## config.mk

```make
export PLATFORM = sky130hd
export DESIGN_NAME = dram_strobe_ctrl
export DESIGN_NICKNAME = d
export VERILOG_FILES = /design/src/rtl/dsc_pkg.sv /design/src/rtl/dsc_timer.sv /design/src/rtl/dsc_addr_latch.sv /design/src/rtl/dsc_sequencer.sv /design/src/rtl/dram_strobe_ctrl.sv
export SDC_FILE = /design/constraint.sdc
export NUM_CORES = 1
export LEC_CHECK = 0
export ABC_CLOCK_PERIOD_IN_PS = 2900
export CELL_PAD_IN_SITES_DETAIL_PLACEMENT = 1
export CELL_PAD_IN_SITES_GLOBAL_PLACEMENT = 1
export CORE_MARGIN = 5
export CORE_UTILIZATION = 33
export DETAILED_ROUTE_END_ITERATION = 12
export GPL_TIMING_DRIVEN = 0
export PLACE_DENSITY_LB_ADDON = 0.1
export SKIP_LAST_GASP = 1
export SLEW_MARGIN = 20
export SYNTH_ARGS = -nofsm -noshare
export SYNTH_HDL_FRONTEND = slang
export SYNTH_SLANG_ARGS = --single-unit
```

## constraint.sdc

```tcl
create_clock -name clk -period 2.9 [get_ports clk]
set_input_delay 0.58 -clock clk [delete_from_list [all_inputs] [get_ports clk]]
set_output_delay 0.58 -clock clk [all_outputs]
set_load 0.02 [all_outputs]
```

## src/rtl/dsc_pkg.sv

```systemverilog
// Shared types for the DRAM strobe controller.
package dsc_pkg;
    // Sequencer phases, in the order a single operation walks through them.
    typedef enum logic [2:0] {
        ST_IDLE,
        ST_ROW_SET,
        ST_ROW_ACT,
        ST_COL_SET,
        ST_COL_ACT,
        ST_PRECH,
        ST_DONE
    } phase_e;
endpackage

```

## src/rtl/dsc_timer.sv

```systemverilog
// Phase down-counter. A load writes len-1; the counter then counts to zero
// and holds there. 'expired' is high on the last cycle of a phase.
// Assumes every loaded length is at least 1.
module dsc_timer #(
    parameter int CNT_W = 4
) (
    input  logic             clk,
    input  logic             rst_n,
    input  logic             load,
    input  logic [CNT_W-1:0] load_len,
    output logic             expired
);
    logic [CNT_W-1:0] cnt_q;

    // Count down the remaining cycles of the current phase.
    always_ff @(posedge clk) begin
        if (!rst_n)              cnt_q <= '0;
        else if (load)           cnt_q <= load_len - CNT_W'(1);
        else if (cnt_q != '0)    cnt_q <= cnt_q - CNT_W'(1);
    end

    assign expired = (cnt_q == '0);

    // without a load the count moves down by exactly one until zero.
    a_r5_count_step: assert property (@(posedge clk) disable iff (!rst_n)
        (!load && cnt_q != '0) |=> (cnt_q == $past(cnt_q) - CNT_W'(1)));
endmodule

```

## src/rtl/dsc_addr_latch.sv

```systemverilog
// Captures the host request when it is accepted. Drives the shared address
// bus with the row half or the column half, as the sequencer selects.
// Assumes 'capture' is raised only while idle.
module dsc_addr_latch #(
    parameter int HALF_W = 8,
    parameter int DATA_W = 16
) (
    input  logic                  clk,
    input  logic                  rst_n,
    input  logic                  capture,
    input  logic [2*HALF_W-1:0]   host_addr,
    input  logic                  host_write,
    input  logic [DATA_W-1:0]     host_wdata,
    input  logic                  col_sel,
    output logic [HALF_W-1:0]     bus_addr,
    output logic                  write_q,
    output logic [DATA_W-1:0]     wdata_q
);
    logic [HALF_W-1:0] row_q;
    logic [HALF_W-1:0] col_q;

    // Hold the row, column, direction and data of the accepted request.
    always_ff @(posedge clk) begin
        if (!rst_n) begin
            row_q   <= '0;
            col_q   <= '0;
            write_q <= 1'b0;
            wdata_q <= '0;
        end else if (capture) begin
            row_q   <= host_addr[2*HALF_W-1:HALF_W];
            col_q   <= host_addr[HALF_W-1:0];
            write_q <= host_write;
            wdata_q <= host_wdata;
        end
    end

    // Select which latched half appears on the shared pins.
    always_comb begin
        bus_addr = col_sel ? col_q : row_q;
    end

    // the latched request cannot change unless a capture occurs.
    a_r9_latch_hold: assert property (@(posedge clk) disable iff (!rst_n)
        !capture |=> ($stable(row_q) && $stable(col_q) && $stable(write_q)));
endmodule

```

## src/rtl/dsc_sequencer.sv

```systemverilog
// Phase sequencer: idle -> row setup -> row strobe -> column setup ->
// column strobe -> precharge -> done -> idle. Every timed phase gets its
// length loaded into the shared timer on entry. Pin controls decode from
// the registered phase. Assumes every timing parameter is at least 1.
module dsc_sequencer
    import dsc_pkg::*;
#(
    parameter int T_SETUP = 1,
    parameter int T_ROW   = 3,
    parameter int T_COL   = 2,
    parameter int T_PRE   = 2,
    parameter int CNT_W   = 4
) (
    input  logic             clk,
    input  logic             rst_n,
    input  logic             req_valid,
    input  logic             write_q,
    input  logic             expired,
    output logic             load,
    output logic [CNT_W-1:0] load_len,
    output logic             capture,
    output logic             col_sel,
    output logic             sample_rd,
    output logic             ras_n,
    output logic             cas_n,
    output logic             we_n,
    output logic             done
);
    phase_e state_q, state_d;

    // Phase register.
    always_ff @(posedge clk) begin
        if (!rst_n) state_q <= ST_IDLE;
        else        state_q <= state_d;
    end

    // Next phase: idle waits for a request, timed phases wait for expiry.
    always_comb begin
        state_d = state_q;
        unique case (state_q)
            ST_IDLE:    if (req_valid) state_d = ST_ROW_SET;
            ST_ROW_SET: if (expired)   state_d = ST_ROW_ACT;
            ST_ROW_ACT: if (expired)   state_d = ST_COL_SET;
            ST_COL_SET: if (expired)   state_d = ST_COL_ACT;
            ST_COL_ACT: if (expired)   state_d = ST_PRECH;
            ST_PRECH:   if (expired)   state_d = ST_DONE;
            ST_DONE:                   state_d = ST_IDLE;
            default:                   state_d = ST_IDLE;
        endcase
    end

    // Timer load on every entry to a timed phase, with that phase's length.
    always_comb begin
        load     = 1'b0;
        load_len = CNT_W'(1);
        if (state_d != state_q) begin
            unique case (state_d)
                ST_ROW_SET, ST_COL_SET: begin load = 1'b1; load_len = CNT_W'(T_SETUP); end
                ST_ROW_ACT:             begin load = 1'b1; load_len = CNT_W'(T_ROW);   end
                ST_COL_ACT:             begin load = 1'b1; load_len = CNT_W'(T_COL);   end
                ST_PRECH:               begin load = 1'b1; load_len = CNT_W'(T_PRE);   end
                default:                begin load = 1'b0; load_len = CNT_W'(1);       end
            endcase
        end
    end

    // Pin and datapath controls decoded from the registered phase.
    always_comb begin
        capture   = (state_q == ST_IDLE) && req_valid;
        col_sel   = (state_q == ST_COL_SET) || (state_q == ST_COL_ACT);
        ras_n     = (state_q != ST_ROW_ACT);
        cas_n     = (state_q != ST_COL_ACT);
        we_n      = !((state_q == ST_COL_ACT) && write_q);
        sample_rd = (state_q == ST_COL_ACT) && expired && !write_q;
        done      = (state_q == ST_DONE);
    end

    // row and column strobes are never active together.
    a_r4_strobes_exclusive: assert property (@(posedge clk) disable iff (!rst_n)
        !(!ras_n && !cas_n));
    // an operation starts only from idle.
    a_r9_start_from_idle: assert property (@(posedge clk) disable iff (!rst_n)
        (state_q == ST_ROW_SET && $past(state_q) != ST_ROW_SET) |-> ($past(state_q) == ST_IDLE));
    // done follows the precharge phase.
    a_r6_done_after_precharge: assert property (@(posedge clk) disable iff (!rst_n)
        done |-> ($past(state_q) == ST_PRECH));
    // done lasts one cycle.
    a_r10_done_single: assert property (@(posedge clk) disable iff (!rst_n)
        done |=> !done);
endmodule

```

## src/rtl/dram_strobe_ctrl.sv

```systemverilog
// Top level of the multiplexed-address DRAM strobe controller. Ties the
// request latch, phase sequencer and phase timer together and registers the
// read result. Assumes the host holds the request fields stable in the
// cycle req_valid is seen while idle.
module dram_strobe_ctrl #(
    parameter int HALF_W  = 8,
    parameter int DATA_W  = 16,
    parameter int T_SETUP = 1,
    parameter int T_ROW   = 3,
    parameter int T_COL   = 2,
    parameter int T_PRE   = 2
) (
    input  logic                clk,
    input  logic                rst_n,
    input  logic                req_valid,
    input  logic                req_write,
    input  logic [2*HALF_W-1:0] req_addr,
    input  logic [DATA_W-1:0]   req_wdata,
    output logic                req_done,
    output logic [DATA_W-1:0]   rd_data,
    output logic [HALF_W-1:0]   mem_addr,
    output logic                mem_ras_n,
    output logic                mem_cas_n,
    output logic                mem_we_n,
    output logic [DATA_W-1:0]   mem_wdata,
    input  logic [DATA_W-1:0]   mem_rdata
);
    localparam int MAX_A   = (T_ROW > T_COL) ? T_ROW : T_COL;
    localparam int MAX_B   = (T_PRE > T_SETUP) ? T_PRE : T_SETUP;
    localparam int MAX_LEN = (MAX_A > MAX_B) ? MAX_A : MAX_B;
    localparam int CNT_W   = $clog2(MAX_LEN + 1);

    logic             load;
    logic [CNT_W-1:0] load_len;
    logic             expired;
    logic             capture;
    logic             col_sel;
    logic             sample_rd;
    logic             write_q;
    logic [DATA_W-1:0] rd_q;

    dsc_timer #(.CNT_W(CNT_W)) u_timer (
        .clk      (clk),
        .rst_n    (rst_n),
        .load     (load),
        .load_len (load_len),
        .expired  (expired)
    );

    dsc_addr_latch #(.HALF_W(HALF_W), .DATA_W(DATA_W)) u_latch (
        .clk        (clk),
        .rst_n      (rst_n),
        .capture    (capture),
        .host_addr  (req_addr),
        .host_write (req_write),
        .host_wdata (req_wdata),
        .col_sel    (col_sel),
        .bus_addr   (mem_addr),
        .write_q    (write_q),
        .wdata_q    (mem_wdata)
    );

    dsc_sequencer #(
        .T_SETUP (T_SETUP),
        .T_ROW   (T_ROW),
        .T_COL   (T_COL),
        .T_PRE   (T_PRE),
        .CNT_W   (CNT_W)
    ) u_seq (
        .clk       (clk),
        .rst_n     (rst_n),
        .req_valid (req_valid),
        .write_q   (write_q),
        .expired   (expired),
        .load      (load),
        .load_len  (load_len),
        .capture   (capture),
        .col_sel   (col_sel),
        .sample_rd (sample_rd),
        .ras_n     (mem_ras_n),
        .cas_n     (mem_cas_n),
        .we_n      (mem_we_n),
        .done      (req_done)
    );

    // Capture memory read data on the final column-strobe cycle of a read.
    always_ff @(posedge clk) begin
        if (!rst_n)         rd_q <= '0;
        else if (sample_rd) rd_q <= mem_rdata;
    end

    assign rd_data = rd_q;

    // first cycle out of reset has all strobes idle and no done.
    a_r1_reset_idle: assert property (@(posedge clk) disable iff (!rst_n)
        !$past(rst_n) |-> (mem_ras_n && mem_cas_n && mem_we_n && !req_done));
    // write enable only inside the column pulse.
    a_r7_we_inside_cas: assert property (@(posedge clk) disable iff (!rst_n)
        !mem_we_n |-> !mem_cas_n);
    // address steady from the setup cycle through the row pulse.
    a_r3_addr_under_ras: assert property (@(posedge clk) disable iff (!rst_n)
        !mem_ras_n |-> $stable(mem_addr));
    // address steady from the setup cycle through the column pulse.
    a_r3_addr_under_cas: assert property (@(posedge clk) disable iff (!rst_n)
        !mem_cas_n |-> $stable(mem_addr));
endmodule

```

==> run metrics, run 1 <==
status=finished clean; full die area=8840 um2; CP endpoint kind=output pin; top cells by count, synth=nand2_1 (102), dfxtp_1 (54), a21oi_1 (38); first-pass GRT wire length=10.5 mm; syn avg cell area=8.72 um2; Clock power frac=18.5%; Flop pwr share=40.4%; CP Launch Type=flip-flop; clock root cell=clkbuf_8; cell taking the most area after synthesis=dfxtp_1; CTS H-tree lvls=2; Synth-to-Final Area Change=50.1%; Initial Util=34.1%; final setup violation count=0; Via Count=2151; combinational share of power=41.1%; pre-CTS setup slack=0.355 ns; postcts setup bufs=0; Post-CTS Resized=0; vias in the first global route=2148; DP HPWL=5.01 mm; net switching power=0.000791 W; setup TNS=0 ns; f_max=0.361 GHz; fin crit period=2.77 ns; sw frac=34.7%; Hold Crit Class=reg2reg; Yosys top cell area share=46.4%; Setup Skew=0.00730 ns; total power=0.00228 W; Final period util=95.4%; # IOs=96; CTS Buf Count=5; cell area power density=651 nW/um2; Placement Rows=30; maximum root-to-sink buffer count=2; DRC Markers=0; Cells after Synth=267; Detailed Route WL=6.59 mm; Hold Buf Count CTS=0; Ant. Diodes=0; worst path required time=2.32 ns; Final #Nets=421; synth unique cells=32; RSZ-0062 raised after global routing=no; gr ovfl total=0; critical path class=reg2out; CTS tree=done; share of layout cells above drive strength 1=10.5%; largest net degree at the start of global routing=17; Syn Nets=319; Worst-Skew Late Latency=0.30 ns; final worst setup slack=0.134 ns; Least-Margin Pin Slew=0.648 ns; Cell Area, Synth=2330 um2; die span in y=94 um; gpl congestion=0.759; drt pass-1 iters=3; Power Internal=0.00149 W; Worst EP arrival=2.19 ns; drt wl/cell=14.1 um; post-DR vias/cell=4.62; Max-Cap Viols=0; Final ANT Viol Nets=0; Detailed Route Iter0 Violations=37; flops & latches, synth=54; initial antenna violation count=0; Lkg Pwr=1.25 nW; sequential-to-total area share from yosys stat=46.4%; port bufs=94; crit path max fanout=10; core area=6830 um2; Slew Viols, Final=0; ys async rst share=0%; synth top area cells=dfxtp_1 (46%), nand2_1 (16%), a21oi_1 (8.2%); final hold viol count=0; Slew HR=56.6%; main flop type after synthesis=dfxtp_1; Yosys warnings=0; most numerous cell in the Yosys netlist=nand2_1; # clock sinks=54; Post-synth EDFFs=0; VDD IR-drop max=0.272 mV; die extent in x=94 um; total track usage=14.8%; clk slew on worst S/H paths=0.10 ns
[layout make-up]
cell class,count,area [um2]
clock buffer,6,72.6
timing repair buffer,95,961
fill,829,3340
multi-input combinational,190,1060
tap,96,120
inverter,2,7.51
sequential,54,1080
buffer,21,179
clock inverter,2,13.8
[critical path, stage by stage (launching register included)]
cell	delay [ns]
dfxtp_1	0.45
buf_6	0.19
nand2_1	0.10
o22ai_4	0.13
buf_12	0.15
mux2_2	0.33
clkdlybuf4s50_1	0.56
[state kept, by name (all words and copies together), names as in the netlist]
name	cells
u_latch.col_q	8
u_latch.row_q	8
u_latch.write_q	1
u_seq.state_q	3
rd_data	16
u_latch.wdata_q	16
u_timer.cnt_q	2
[metrics by stage]
stage / utilization (%) / std cells / instance area (um2) / hold WS, ns
finish: 51.2 / 466 / 3500 / 0.458
global route: 51.2 / 466 / 3500 / 0.482
CTS: 50.9 / 465 / 3480 / 0.462
detailed placement: 49.6 / 457 / 3390 / 0.447
global placement: 49.6 / 457 / 3390 / 0.441
floorplan: - / 267 / 2330 / 0.433
[layout by cell type (no fill, tap or decap), drive strengths merged, types with 2 or more instances in the layout]
cell / netlist / layout
a21oi: 38 / 38
buf: 14 / 15
clkbuf: 7 / 13
clkdlybuf4s50: 0 / 94
clkinv: 0 / 2
dfxtp: 54 / 54
inv: 2 / 2
mux2: 8 / 8
mux2i: 16 / 16
nand2: 102 / 102
nand3: 2 / 2
nor2: 3 / 3
nor3: 2 / 2
nor4: 3 / 3
nor4b: 2 / 2
o21ai: 2 / 2
or3: 2 / 2
[path summary, 6_finish.rpt]
kind         cells past startpoint  slack [ns]                             to                     startpoint
min reg2reg                      2        0.46  u_latch.col_q[3]$_SDFFE_PN0P_  u_latch.col_q[3]$_SDFFE_PN0P_
min                              2        0.46  u_latch.col_q[3]$_SDFFE_PN0P_  u_latch.col_q[3]$_SDFFE_PN0P_
max                              6        0.13                    mem_addr[5]    u_seq.state_q[1]$_SDFF_PN0_
max reg2reg                      5        1.31        rd_data[8]$_SDFFE_PN0P_  u_timer.cnt_q[0]$_SDFFE_PN0P_
[routing by layer]
metal	part of all wire [%]	vias up	global-route usage (%)
li1	-	1084	-
met1	48	1000	19.4
met2	45	63	24.4
met3	5.3	4	4.01
met4	0.77	0	3.25
met5	0	-	0
[power by group through the flow]
stage / logic [W] / clock network [W] / registers, W
2_1_floorplan: 0.000549 / 0 / 0.000981
3_3_place_gp: 0.000920 / 0 / 0.000935
3_5_place_dp: 0.000935 / 0 / 0.000941
4_1_cts: 0.000939 / 0.000441 / 0.000923
5_1_grt: 0.00102 / 0.000473 / 0.000936
6_report: 0.000935 / 0.000421 / 0.000920
[cell families (layout without fill, tap and decap cells)]
family	count (synthesis)	count (layout)	share of synthesized area, %
and+or+nand+nor	120	120	23.5
AOI/OAI and AO/OA	45	45	11.0
buffers and inverters	23	126	8.01
muxes	24	24	10.7
xor gates and xnor gates	1	1	0.376
DFF	54	54	46.4
(Power assumes the default switching activity.)
==> inputs of run 2 (changes only) <==
--- a/config.mk
+++ b/config.mk
@@ -8,8 +8,9 @@
 export ABC_CLOCK_PERIOD_IN_PS = 2900
 export CELL_PAD_IN_SITES_DETAIL_PLACEMENT = 1
 export CELL_PAD_IN_SITES_GLOBAL_PLACEMENT = 1
-export CORE_MARGIN = 5
+export CORE_MARGIN = 8
 export CORE_UTILIZATION = 33
+export CTS_BUF_LIST = sky130_fd_sc_hd__clkbuf_4 sky130_fd_sc_hd__clkbuf_8 sky130_fd_sc_hd__clkbuf_16
 export DETAILED_ROUTE_END_ITERATION = 12
 export GPL_TIMING_DRIVEN = 0
 export PLACE_DENSITY_LB_ADDON = 0.1
==> run 2 against run 1 <==
  * Global-route usage down 0.93 points
  * Flip-flop and latch count unchanged
  * Wire length rose by 6.5%
  * First-iteration DRC count did not move
  * Maximum frequency increased by 1.7%
  * Sequential power hardly changed
  * Register-to-register slack lost 0.06 ns
  * Worst hold slack better by 0.0018 ns
  * Clock-buffer cell count is 1 lower
  * Total power rose by 1.8%
  * Combinational power is 1% higher
  * Critical path depth did not move
  * Largest cell class unchanged
==> run metrics, run 2 (synthesis gave the netlist of run 1 again) <==
Hold Buf Count CTS=0 (unchanged); core area=6830 um2 (unchanged); Via Count=2157 (was 2151); met3 wire length=472 um (was 349 um); Initial Util=34.1% (unchanged); Hold Crit Class=reg2reg (unchanged); first-pass GRT wire length=11.3 mm (was 10.5 mm); r2r worst-path depth=5 (unchanged); Detailed Route Iter0 Violations=37 (unchanged); total track usage=13.9% (was 14.8%); final hold viol count=0 (unchanged); vias in the first global route=2231 (was 2148); CP cell instances=buf_6, nand2_1, o22ai_4, buf_12, mux2_2, clkdlybuf4s50_1 (unchanged); critical path class=reg2out (unchanged); Placed Instances=457 (unchanged); FF-to-FF setup slack=1.25 ns (was 1.31 ns); gr ovfl total=0 (unchanged); Worst-Skew Late Latency=0.31 ns (was 0.30 ns); port bufs=94 (unchanged); CTS tree=done (unchanged); share of layout cells above drive strength 1=11.1% (was 10.5%); # clock sinks=54 (unchanged); post-DR vias/cell=4.63 (was 4.62); Worst EP arrival=2.14 ns (was 2.19 ns); final setup violation count=0 (unchanged); Post-Layout Cell Count=466 (unchanged); setup TNS=0 ns (unchanged); routed wl met2=3.14 mm (was 3.00 mm); drt wl/cell=15.1 um (was 14.1 um); full die area=10000 um2 (was 8840 um2); cell area power density=661 nW/um2 (was 651 nW/um2); RR Startpoint=u_timer.cnt_q[0]$_SDFFE_PN0P_ (unchanged); crit path max fanout=10 (unchanged); largest net degree at the start of global routing=20 (was 17); Slew Viols, Final=0 (unchanged); DRC Markers=0 (unchanged); critical path's largest stage delay=0.55 ns (was 0.56 ns); Placement Rows=30 (unchanged); status=finished clean (unchanged); slowest stage cell, crit path=clkdlybuf4s50_1 (unchanged); worst path required time=2.32 ns (about the same); clk slew on worst S/H paths=0.10 ns (about the same); Crit path depth=6 (unchanged); Final #Nets=421 (unchanged); Final period util=93.8% (was 95.4%); CP endpoint kind=output pin (unchanged); Final ANT Viol Nets=0 (unchanged); WL met1=3.31 mm (was 3.19 mm); die extent in x=100 um (was 94 um); Lkg Pwr=1.26 nW (was 1.25 nW); CTS H-tree lvls=2 (unchanged); Detailed Route WL=7.02 mm (was 6.59 mm); drt pass-1 iters=4 (was 3); start point of the critical path=u_seq.state_q[1]$_SDFF_PN0_ (unchanged); Max-Cap Viols=0 (unchanged); maximum root-to-sink buffer count=2 (unchanged); Synth-to-Final Area Change=50.6% (was 50.1%); reg2reg end=rd_data[6]$_SDFFE_PN0P_ (was rd_data[8]$_SDFFE_PN0P_); CP Launch Type=flip-flop (unchanged); VDD IR-drop max=0.290 mV (was 0.272 mV); f_max=0.367 GHz (was 0.361 GHz); Least-Margin Pin Slew=0.644 ns (was 0.648 ns); CTS Buf Count=5 (unchanged); # IOs=96 (unchanged); Buf/Inv on CP=3 (unchanged); critical path's top delay family=buffers and inverters (unchanged); Slew HR=56.9% (was 56.6%); final worst setup slack=0.179 ns (was 0.134 ns); gpl congestion=0.790 (was 0.759); clock root cell=clkbuf_8 (unchanged); fin crit period=2.72 ns (was 2.77 ns); Ant. Diodes=0 (unchanged); commonest non-fill, non-tap cell in the layout=nand2_1 (unchanged); RSZ-0062 raised after global routing=no (unchanged); Fill cells=818 (was 829); initial antenna violation count=0 (unchanged); Setup Skew=0.00744 ns (was 0.00730 ns); pre-CTS setup slack=0.328 ns (was 0.355 ns); die span in y=100 um (was 94 um); DP HPWL=5.30 mm (was 5.01 mm); commonest non-fill, non-tap cells in the layout=nand2_1 (102), clkdlybuf4s50_1 (94), dfxtp_1 (53), a21oi_1 (38), mux2i_1 (16) (was nand2_1 (102), clkdlybuf4s50_1 (94), dfxtp_1 (54), a21oi_1 (38), mux2i_1 (16)); DR top layer=met4 (unchanged); critical path endpoint=mem_addr[2] (was mem_addr[5])
==> run 2: repair_timing <==
item,CTS,global route
setup endpoints to repair,8,8
gates resized for setup,0,1
pin swaps,1,0
setup buffers,1,0
==> run 2: how the worst min path moves through the flow <==
stage / from / to / slack [ns] / depth (start not counted)
6_report: u_latch.col_q[2]$_SDFFE_PN0P_ / u_latch.col_q[2]$_SDFFE_PN0P_ / 0.46 / 2
5_1_grt: u_latch.wdata_q[8]$_SDFFE_PN0P_ / u_latch.wdata_q[8]$_SDFFE_PN0P_ / 0.48 / 2
4_1_cts: u_latch.col_q[2]$_SDFFE_PN0P_ / u_latch.col_q[2]$_SDFFE_PN0P_ / 0.46 / 2
3_5_place_dp: u_latch.col_q[3]$_SDFFE_PN0P_ / u_latch.col_q[3]$_SDFFE_PN0P_ / 0.45 / 2
3_3_place_gp: u_latch.col_q[5]$_SDFFE_PN0P_ / u_latch.col_q[5]$_SDFFE_PN0P_ / 0.44 / 2
2_1_floorplan: u_latch.col_q[0]$_SDFFE_PN0P_ / u_latch.col_q[0]$_SDFFE_PN0P_ / 0.43 / 2
==> run 2: final cells by class <==
| cell class | count | area, um2 | area share, % |
|---|---|---|---|
| Buffer | 21 | 179 | 5.10 |
| Clock buffer | 5 | 68.8 | 1.96 |
| Clock inverter | 3 | 26.3 | 0.749 |
| Inverter | 2 | 7.51 | 0.214 |
| Multi-Input combinational cell | 190 | 1060 | 30.3 |
| Sequential cell | 54 | 1080 | 30.9 |
| Tap cell | 96 | 120 | 3.43 |
| Timing Repair Buffer | 95 | 961 | 27.4 |
==> run 2: metal layers <==
metal / global-route usage (%) / up-vias
met2: 21.5 / 69
met3: 4.22 / 6
met5: 0 / -
li1: - / 1085
met1: 18.1 / 997
met4: 4.07 / 0
==> run 2: report_power, final <==
group / internal (W) / switching [W] / total [W]
Sequential: 0.000850 / 0.0000720 / 0.000922
Combinational: 0.000466 / 0.000479 / 0.000945
Clock: 0.000179 / 0.000272 / 0.000451
Total: 0.00149 / 0.000823 / 0.00232
==> run 2: per-stage QoR <==
| step | hold slack (ns) | area, um2 | power, W | util [%] |
|---|---|---|---|---|
| 6_report | 0.459 | 3510 | 0.00232 | 51.3 |
| 5_1_grt | 0.481 | 3510 | 0.00247 | 51.3 |
| 4_1_cts | 0.464 | 3500 | 0.00236 | 51.3 |
| 3_5_place_dp | 0.448 | 3390 | 0.00188 | 49.6 |
| 3_3_place_gp | 0.441 | 3390 | 0.00186 | 49.6 |
| 2_1_floorplan | 0.433 | 2330 | 0.00153 | - |
==> run 2: worst min-delay path, stage by stage, from the launching register on <==
cell and delay [ns]:
dfxtp_1 0.32, nand2_1 0.05, a21oi_1 0.05
